$ cat config.mk
export PLATFORM = sky130hd
export DESIGN_NAME = sleep_clk_ctrl
export DESIGN_NICKNAME = d
export VERILOG_FILES = /design/src/rtl/sclk_pkg.sv /design/src/rtl/sclk_cfg_reg.sv /design/src/rtl/sclk_src_pick.sv /design/src/rtl/sclk_seq.sv /design/src/rtl/sleep_clk_ctrl.sv
export SDC_FILE = /design/constraint.sdc
export NUM_CORES = 1
export LEC_CHECK = 0
export ABC_AREA = 1
export BUFFER_PORTS_ARGS = -buffer_cell sky130_fd_sc_hd__buf_4
export CAP_MARGIN = 10
export CELL_PAD_IN_SITES_DETAIL_PLACEMENT = 1
export CELL_PAD_IN_SITES_GLOBAL_PLACEMENT = 2
export CORE_ASPECT_RATIO = 1.5
export CORE_UTILIZATION = 25
export CTS_CLUSTER_DIAMETER = 120
export DETAILED_ROUTE_END_ITERATION = 8
export GPL_TIMING_DRIVEN = 0
export HOLD_SLACK_MARGIN = 0.1
export PLACE_DENSITY_LB_ADDON = 0.1
export SYNTH_ARGS = -nofsm -noshare
export SYNTH_HDL_FRONTEND = slang
export SYNTH_SLANG_ARGS = --single-unit
$ cat constraint.sdc
create_clock -name clk -period 1.45 [get_ports clk]
set_input_delay 0.2175 -clock clk [delete_from_list [all_inputs] [get_ports clk]]
set_output_delay 0.2175 -clock clk [all_outputs]
set_load 0.01 [all_outputs]
$ cat src/rtl/sclk_pkg.sv
package sclk_pkg;
    typedef enum logic [1:0] {
        SRC_MAIN = 2'd0,
        SRC_PLL  = 2'd1,
        SRC_SUB  = 2'd2
    } src_e;

    typedef enum logic [2:0] {
        MD_ACTIVE = 3'd0,
        MD_SLEEP  = 3'd1,
        MD_STBY   = 3'd2,
        MD_WATCH  = 3'd3,
        MD_SWITCH = 3'd4
    } mode_e;

    typedef enum logic [2:0] {
        ST_RUN, ST_SLEEP, ST_STBY, ST_SETTLE, ST_WAITPLL, ST_BREAK, ST_MAKE
    } st_e;

    localparam int unsigned CCE_BIT = 2;
    localparam int unsigned PLS_BIT = 0;
endpackage

$ cat src/rtl/sclk_cfg_reg.sv
module sclk_cfg_reg
    import sclk_pkg::*;
#(
    parameter int unsigned DW = 8
) (
    input  logic          clk,
    input  logic          rst_n,
    input  logic          wr_en,
    input  logic [DW-1:0] wdata,
    output logic          cce,
    output logic          pll_sel,
    output logic [DW-1:0] rdata
);
    typedef struct packed {
        logic cce;
        logic pls;
    } cfg_t;

    cfg_t cfg_d, cfg_q;

    always_comb begin
        cfg_d = cfg_q;
        if (wr_en) begin
            cfg_d.cce = wdata[CCE_BIT];
            cfg_d.pls = wdata[PLS_BIT];
        end
    end

    always_ff @(posedge clk or negedge rst_n) begin
        if (!rst_n) cfg_q <= '0;
        else        cfg_q <= cfg_d;
    end

    always_comb begin
        rdata          = '0;
        rdata[CCE_BIT] = cfg_q.cce;
        rdata[PLS_BIT] = cfg_q.pls;
    end

    assign cce     = cfg_q.cce;
    assign pll_sel = cfg_q.pls;

    AST_WRITE_TAKES: assert property (@(posedge clk) disable iff (!rst_n)
        wr_en |=> (cce == $past(wdata[CCE_BIT]) && pll_sel == $past(wdata[PLS_BIT])));
endmodule

$ cat src/rtl/sclk_src_pick.sv
module sclk_src_pick
    import sclk_pkg::*;
(
    input  logic lowspd_sel,
    input  logic pll_sel,
    output src_e tgt
);
    always_comb begin
        if (lowspd_sel)   tgt = SRC_SUB;
        else if (pll_sel) tgt = SRC_PLL;
        else              tgt = SRC_MAIN;
    end
endmodule

$ cat src/rtl/sclk_seq.sv
module sclk_seq
    import sclk_pkg::*;
#(
    parameter int unsigned SETTLE_W = 8,
    parameter int unsigned GAP_CYC  = 2
) (
    input  logic                clk,
    input  logic                rst_n,
    input  logic                sleep_req,
    input  logic                stby_en,
    input  logic                cce,
    input  src_e                tgt_pick,
    input  logic                pll_locked,
    input  logic                wake_evt,
    input  logic [SETTLE_W-1:0] settle_cnt,
    output src_e                clk_sel,
    output logic                clk_en,
    output mode_e               mode
);
    localparam int unsigned GW = $clog2(GAP_CYC + 1);
    localparam int unsigned CW = (SETTLE_W > GW) ? SETTLE_W : GW;
    localparam logic [CW-1:0] GAP_LAST = CW'(GAP_CYC - 1);

    typedef struct packed {
        st_e           st;
        src_e          sel;
        src_e          tgt;
        logic          en;
        logic [CW-1:0] cnt;
    } seq_t;

    seq_t q, d;
    logic [CW-1:0] settle_ext;

    assign settle_ext = CW'(settle_cnt);

    always_comb begin
        d = q;
        case (q.st)
            ST_RUN: if (sleep_req) begin
                if (!stby_en || q.sel == SRC_SUB) begin
                    d.st = ST_SLEEP;
                end else begin
                    d.tgt = tgt_pick;
                    if (cce) begin
                        d.st = ST_WAITPLL;
                    end else begin
                        d.st = ST_STBY;
                        d.en = 1'b0;
                    end
                end
            end
            ST_SLEEP: if (wake_evt) d.st = ST_RUN;
            ST_STBY: if (wake_evt) begin
                d.st  = ST_SETTLE;
                d.cnt = '0;
            end
            ST_SETTLE: begin
                if (q.cnt >= settle_ext) d.st = ST_WAITPLL;
                else                     d.cnt = q.cnt + 1'b1;
            end
            ST_WAITPLL: if (q.tgt != SRC_PLL || pll_locked) begin
                d.st  = ST_BREAK;
                d.en  = 1'b0;
                d.cnt = '0;
            end
            ST_BREAK: begin
                if (q.cnt == GAP_LAST) begin
                    d.sel = q.tgt;
                    d.st  = ST_MAKE;
                    d.cnt = '0;
                end else begin
                    d.cnt = q.cnt + 1'b1;
                end
            end
            ST_MAKE: begin
                if (q.cnt == GAP_LAST) begin
                    d.en = 1'b1;
                    d.st = ST_RUN;
                end else begin
                    d.cnt = q.cnt + 1'b1;
                end
            end
            default: d.st = ST_RUN;
        endcase
    end

    always_ff @(posedge clk or negedge rst_n) begin
        if (!rst_n) begin
            q.st  <= ST_RUN;
            q.sel <= SRC_MAIN;
            q.tgt <= SRC_MAIN;
            q.en  <= 1'b1;
            q.cnt <= '0;
        end else begin
            q <= d;
        end
    end

    always_comb begin
        case (q.st)
            ST_RUN:              mode = MD_ACTIVE;
            ST_SLEEP:            mode = MD_SLEEP;
            ST_STBY, ST_SETTLE:  mode = (q.tgt == SRC_SUB) ? MD_WATCH : MD_STBY;
            default:             mode = MD_SWITCH;
        endcase
    end

    assign clk_sel = q.sel;
    assign clk_en  = q.en;

    AST_SEL_ONLY_GATED: assert property (@(posedge clk) disable iff (!rst_n)
        !$stable(q.sel) |-> (!q.en && !$past(q.en)));
    AST_EN_RISE_SEL_STABLE: assert property (@(posedge clk) disable iff (!rst_n)
        $rose(q.en) |-> ($stable(q.sel) && q.st == ST_RUN));
    AST_STBY_GATED: assert property (@(posedge clk) disable iff (!rst_n)
        (q.st == ST_STBY || q.st == ST_SETTLE) |-> !q.en);
    AST_SLEEP_KEEPS_CLK: assert property (@(posedge clk) disable iff (!rst_n)
        (q.st == ST_SLEEP) |-> (q.en && $stable(q.sel)));
    AST_PLL_DEFER: assert property (@(posedge clk) disable iff (!rst_n)
        (q.st == ST_WAITPLL && q.tgt == SRC_PLL && !pll_locked)
            |=> (q.st == ST_WAITPLL && $stable(q.sel) && $stable(q.en)));
endmodule

$ cat src/rtl/sleep_clk_ctrl.sv
module sleep_clk_ctrl
    import sclk_pkg::*;
#(
    parameter int unsigned SETTLE_W = 8,
    parameter int unsigned GAP_CYC  = 2
) (
    input  logic                clk,
    input  logic                rst_n,
    input  logic                reg_wr,
    input  logic [7:0]          reg_wdata,
    output logic [7:0]          reg_rdata,
    input  logic                sleep_req,
    input  logic                stby_en,
    input  logic                lowspd_sel,
    input  logic                pll_locked,
    input  logic                wake_evt,
    input  logic [SETTLE_W-1:0] settle_cnt,
    output logic [1:0]          clk_sel,
    output logic                clk_en,
    output logic [2:0]          mode
);
    logic  cce_w;
    logic  pls_w;
    src_e  tgt_w;
    src_e  sel_w;
    mode_e mode_w;

    sclk_cfg_reg #(.DW(8)) u_cfg (
        .clk     (clk),
        .rst_n   (rst_n),
        .wr_en   (reg_wr),
        .wdata   (reg_wdata),
        .cce     (cce_w),
        .pll_sel (pls_w),
        .rdata   (reg_rdata)
    );

    sclk_src_pick u_pick (
        .lowspd_sel (lowspd_sel),
        .pll_sel    (pls_w),
        .tgt        (tgt_w)
    );

    sclk_seq #(.SETTLE_W(SETTLE_W), .GAP_CYC(GAP_CYC)) u_seq (
        .clk        (clk),
        .rst_n      (rst_n),
        .sleep_req  (sleep_req),
        .stby_en    (stby_en),
        .cce        (cce_w),
        .tgt_pick   (tgt_w),
        .pll_locked (pll_locked),
        .wake_evt   (wake_evt),
        .settle_cnt (settle_cnt),
        .clk_sel    (sel_w),
        .clk_en     (clk_en),
        .mode       (mode_w)
    );

    assign clk_sel = sel_w;
    assign mode    = mode_w;
endmodule

# Yosys cells after proc, flatten, opt, wreduce, memory -nomap -nowiden
# Cells that the tools add are included.
[op_classes] addsub=1 magnitude_cmp=1 n_eq_ne=21 muxes=25 n_bitwise=1 reduce_logical=12
[op_table] operator="$pmux W8 S5" n=1
[op_table] operator="$mux W8" n=4
[op_table] operator="$mux W3" n=8
[op_table] operator="$pmux W3 S7" n=1
[op_table] operator="$ne A2 B2 Y1 const B" n=7
[op_table] operator="$ne A2 B1 Y1 const B" n=5
[op_table] operator="$eq A3 B3 Y1 const B" n=3
[op_table] operator="$mux W9" n=1
[op_table] operator="$pmux W3 S3" n=1
[op_table] operator="$add A8 B1 Y8 const B" n=1
[op_table] operator="$eq A8 B1 Y1 const B" n=1
[op_table] operator="$ge A8 B8 Y1" n=1
[op_table] operator="$reduce_and A7 Y1" n=1
[op_table] operator="$eq A3 B2 Y1 const B" n=2
[op_table] operator="$mux W1" n=6
[op_table] operator="$reduce_and A6 Y1" n=1
[op_table] operator="$mux W5" n=1
[op_table] operator="$reduce_and A5 Y1" n=1
[op_table] operator="$reduce_bool A5 Y1" n=1
[op_table] operator="$eq A2 B2 Y1 const B" n=2
[op_table] operator="$eq A3 B1 Y1 const B" n=1
[op_table] operator="$logic_not A3 Y1" n=1
[op_table] operator="$pmux W1 S3" n=1
[op_table] operator="$reduce_and A3 Y1" n=1
[op_table] operator="7 further kinds" n=8
[totals] ff_bits=18 input_bits=24 out_inout_bits=14 word_cells=68

# Logic depth before layout (Yosys ltp)
[logic_depth] depth_word=5 ltp_mapped=13 ltp_nobuf=13

# By module
# A second synthesis with hierarchy kept.
[unflattened] cells_unflattened=246 hier_area_um2=1571.5
[modules_own_cells] mod="sclk_seq" instances=1 cells_each=225 area_each_um2=1413.9 seq_area_each_um2=401.6
[modules_own_cells] mod="sclk_cfg_reg" instances=1 cells_each=18 area_each_um2=140.1 seq_area_each_um2=50.0
[modules_own_cells] mod="sclk_src_pick" instances=1 cells_each=3 area_each_um2=17.5 seq_area_each_um2=0.0

# Least setup slack after synthesis
# No wires, ideal clock.
[synth_path] kind="reg-to-reg" startpoint="register u_seq.q[0] in the netlist's numbering" endpoint="register u_seq.q[5] in the netlist's numbering" arrival_ns=1.366 required_ns=1.333 slack_ns=-0.033 stages_incl_launch_ff=13 path_buffers=0 period_less_slack_ns=1.483 path_cell_list="dfrtp_1 > inv_1 > ha_1 > nand2_1 > nand3_1 > nand2_1 > nand2_1 > nand2_1 > nand2_1 > nand2_2 > nand2_4 > nand2_1 > nand2_1"
[synth_between] elab_chain_len=3 word_cells_on_any_way=10
[synth_lines] item="from (decl)" line="sclk_seq.sv:32" source="seq_t q, d;"
[synth_lines] item="$add A8 B1 Y8 (tied with other cells)" line="sclk_seq.sv:60, sclk_seq.sv:73, sclk_seq.sv:81"
[synth_lines] item="$mux W8 (tied with other cells)" line="sclk_seq.sv:77" source="if (q.cnt == GAP_LAST) begin"
[synth_lines] item="$pmux W8 S5 or $reduce_and A5 Y1 (tied branches)"
# Several ways; a longest one is shown, not always the timed one. The select of a mux whose other input is x is not followed.
# A chain may end at the register's enable or synchronous reset.

# Worst setup path in the final report
[layout_path] startpoint="register u_seq.q[0] in the netlist's numbering" endpoint="register u_seq.q[1] in the netlist's numbering"
# Same word-level chain as after synthesis.

==> flow_metrics.py <==
metrics = {
    "min_path": {
        "min_path_type": "in -> reg",
    },
    "floorplan": {
        "ioPinCount": 38,
        "fp.dieH_um": 97.7,
        "std_cell_rows": 34,
        "dieArea_um2": 6430,
        "die-width_um": 65.8,
        "core_area_um2": 5830,
        "initial_core_util_pct": 26.2,
    },
    "synthesis": {
        "yosys-top-cells-area": "dfrtp_1 28%, nand2_1 16%, ha_1 8.2%",
        "synth_compound_area_share_pct": 8.35,
        "synth_top_family_by_area": "simple AND/OR/NAND/NOR gates",
        "syn_area_um2": 1530,
        "synthCells": 227,
        "syn_avg_cell_area_um2": 6.73,
        "ys_warn_count": 0,
        "seq_area_frac_synth_pct": 29.6,
        "ys_ff_latch": 18,
        "synth_simple_gate_area_share_pct": 36.9,
        "synth.largest_area_cell": "dfrtp_1",
        "synthMuxAreaShare_pct": 0,
        "synth_top_cell_area_share_pct": 27.8,
        "synth_fa_ha_area_share_pct": 8.19,
        "synth_xor_area_share_pct": 1.72,
        "ys_types": 30,
    },
    "power_and_ir_drop": {
        "power_leakage_uw": 0.00116,
        "power.density_nw_per_um2": 1190,
        "ir_drop_uv": 760,
    },
    "run_status": {
        "violations": "setup timing",
        "status": "complete, but fails checks",
    },
    "final_layout": {
        "area_growth_pct": 53.0,
        "nets": 318,
        "layout-drive-gt1-share_pct": 45.9,
        "diodes": 0,
        "postLayoutCellArea_um2": 2340,
        "final_util_pct": 40.1,
    },
    "global_route": {
        "grt_overflow": 0,
        "grt_max_degree": 19,
        "first_global_vias": 1715,
        "grt_usage_pct": 16.1,
        "grt_pass1_wl_um": 7820,
        "antenna_found_initial": 0,
    },
    "route": {
        "drt-wirelength-per-cell_um": 12.9,
        "dr.pass1.iters": 4,
        "ant_nets": 0,
        "routed_wl_um": 4580,
        "route.detailed.drc": 0,
        "via_per_inst": 4.44,
        "drt_iter0_markers": 20,
        "via_count": 1577,
    },
    "place": {
        "dp_hpwl_um": 3340,
        "io_buffers": 25,
        "place_area_um2": 1830,
        "gp_congestion": 0.749,
    },
    "timing": {
        "clock_skew_ns": 0.00338,
        "drv_slew": 0,
        "fmax_mhz": 650,
        "final_hold_viol_count": 0,
        "fin_ws_ns": -0.0877,
        "finalCritPeriodShare_pct": 106,
        "finalCriticalPeriod_ns": 1.54,
        "finalSetupViolCount": 12,
        "rsz0062_at_grt": "yes",
    },
    "critical_path": {
        "worstPathMaxFanout": 8,
        "cp.arrival_ns": 1.69,
        "end_kind": "register",
        "cp-start-kind": "register",
        "path_class": "reg -> reg",
        "cpPeakStageDelay_ns": 0.44,
        "worstPathRequired_ns": 1.60,
        "crit_chain": "inv_2, ha_4, nand2_2, nand3_2, nand2_2, nand2_4, nand2_4, nand2_4, nand2_8, nand2_8, nand2_2, nand2_1",
        "critPathTopFamily": "simple AND/OR/NAND/NOR gates",
        "cp_slowest_cell": "dfrtp_2",
        "reg2reg_setup_slack_ns": -0.09,
        "worst-path-buf-inv": 1,
    },
    "clock_network": {
        "cts_tree": "yes",
        "path_clk_slew_ns": 0.07,
        "cts-root-buf": "clkbuf_8",
        "numCtsBuffers": 3,
        "cts_max_level": 1,
        "cts.sinks": 18,
        "clock_path_buffers": 2,
        "clk_latency_ns": 0.26,
    },
    "job": {
        "cap_viol_max_count": 0,
    },
}
placed cells by master (no fill, tap or decap), types with 5 or more instances in the layout:
master   Yosys  routed
conb_1       1       6
o21ai_0      8       6
buf_6        0       6
ha_4         0       5
a21oi_1      9       6
nor2_1      13       6
dfrtp_1     17      10
dfrtp_2      0       7
nand3_1     22      20
nor2_2       8       8
inv_1       32      28
nand2_2      2      16
nand4_1      5       5
nor2_4       1       8
buf_4       11      51
nand2_1     66      49
flip-flops by register name, indices dropped and copies added (netlist names):
| name | count |
|---|---|
| u_seq.clk_en | 1 |
| u_seq.q | 13 |
| u_cfg.pll_sel | 1 |
| u_cfg.cce | 1 |
| u_seq.clk_sel | 2 |
layout make-up:
class                   instances  area, µm²
plain buffers                  15        124
flip-flops and latches         18        460
fillers                       724       3490
well taps                      72       90.1
clock buffers                   4       45.0
multi-input cells             166       1100
inverters                      34        133
repair buffers                 46        380
path summary, 6_finish.rpt:
check                                         start                      endpoint  cells after the start
setup / recovery             u_seq.q[0]$_DFFE_PN0P_        u_seq.q[1]$_DFFE_PN0P_                     12
hold / removal                         reg_wdata[2]         u_cfg.cce$_DFFE_PN0P_                      3
setup reg to reg             u_seq.q[0]$_DFFE_PN0P_        u_seq.q[1]$_DFFE_PN0P_                     12
hold reg to reg            u_seq.clk_en$_DFFE_PN1P_      u_seq.clk_en$_DFFE_PN1P_                      2
max in group asynchronous                     rst_n      u_seq.clk_en$_DFFE_PN1P_                      2
min in group asynchronous                     rst_n  u_seq.clk_sel[0]$_DFFE_PN0P_                      2
synthesized netlist by cell type (all sizes together):
cell type / count
nand4: 5
o21bai: 1
nand3: 22
nand2: 69
nor3: 3
xnor2: 2
o21ai: 10
nand3b: 1
nor2: 22
clkbuf: 1
inv: 34
o22ai: 1
buf: 14
a21oi: 9
o21a: 2
xor2: 1
nor3b: 1
conb: 1
ha: 10
dfrtp: 17
dfstp: 1
worst min-delay path, cell delays in order:
cell     delay (ns)
buf_4          0.08
nand2_1        0.03
o21ai_0        0.06
logic make-up after synthesis:
logic type      Yosys count
compound gates           23
xor+xnor                  3
fa+ha+maj                10
buf+inv                  49
flops                    18
other cells               1
simple gates            123
power by group:
group	leakage [µW]	internal, µW	total [µW]	switching, µW
Sequential	0.000225	617	742	126
Combinational	0.000914	756	1660	903
Clock	0.0000228	196	381	185
Total	0.00116	1570	2780	1210
what timing repair did:
item	in CTS	in global routing
hold buffers	1	0
gates cloned	1	0
hold endpoints to repair	18	0
pin swaps	15	17
resized for setup	41	34
setup buffers	15	5
setup endpoints to repair	13	17
metrics by stage:
step / hold WS [ns] / setup slack, ns / setup TNS, ns / cells / power, µW
after floorplan: -0.0781 / -0.00260 / -0.00608 / 232 / 1540
after global placement: 0.118 / -0.339 / -3.63 / 329 / 1950
after detailed placement: 0.114 / -0.324 / -3.45 / 329 / 1950
after CTS: 0.159 / -0.141 / -1.48 / 350 / 2670
after global routing: 0.205 / -0.197 / -2.14 / 355 / 3040
final: 0.164 / -0.0877 / -0.855 / 355 / 2780
per-layer routing:
layer / vias to the layer above / wire length [µm] / global-route usage [%]
li1: 813 / - / -
met2: 23 / 2740 / 31.6
met4: 0 / 71 / 6.35
met1: 736 / 1670 / 16.3
met3: 5 / 99 / 1.64
met5: - / 0 / 0
Note: power is estimated with default switching activity, not from simulation.
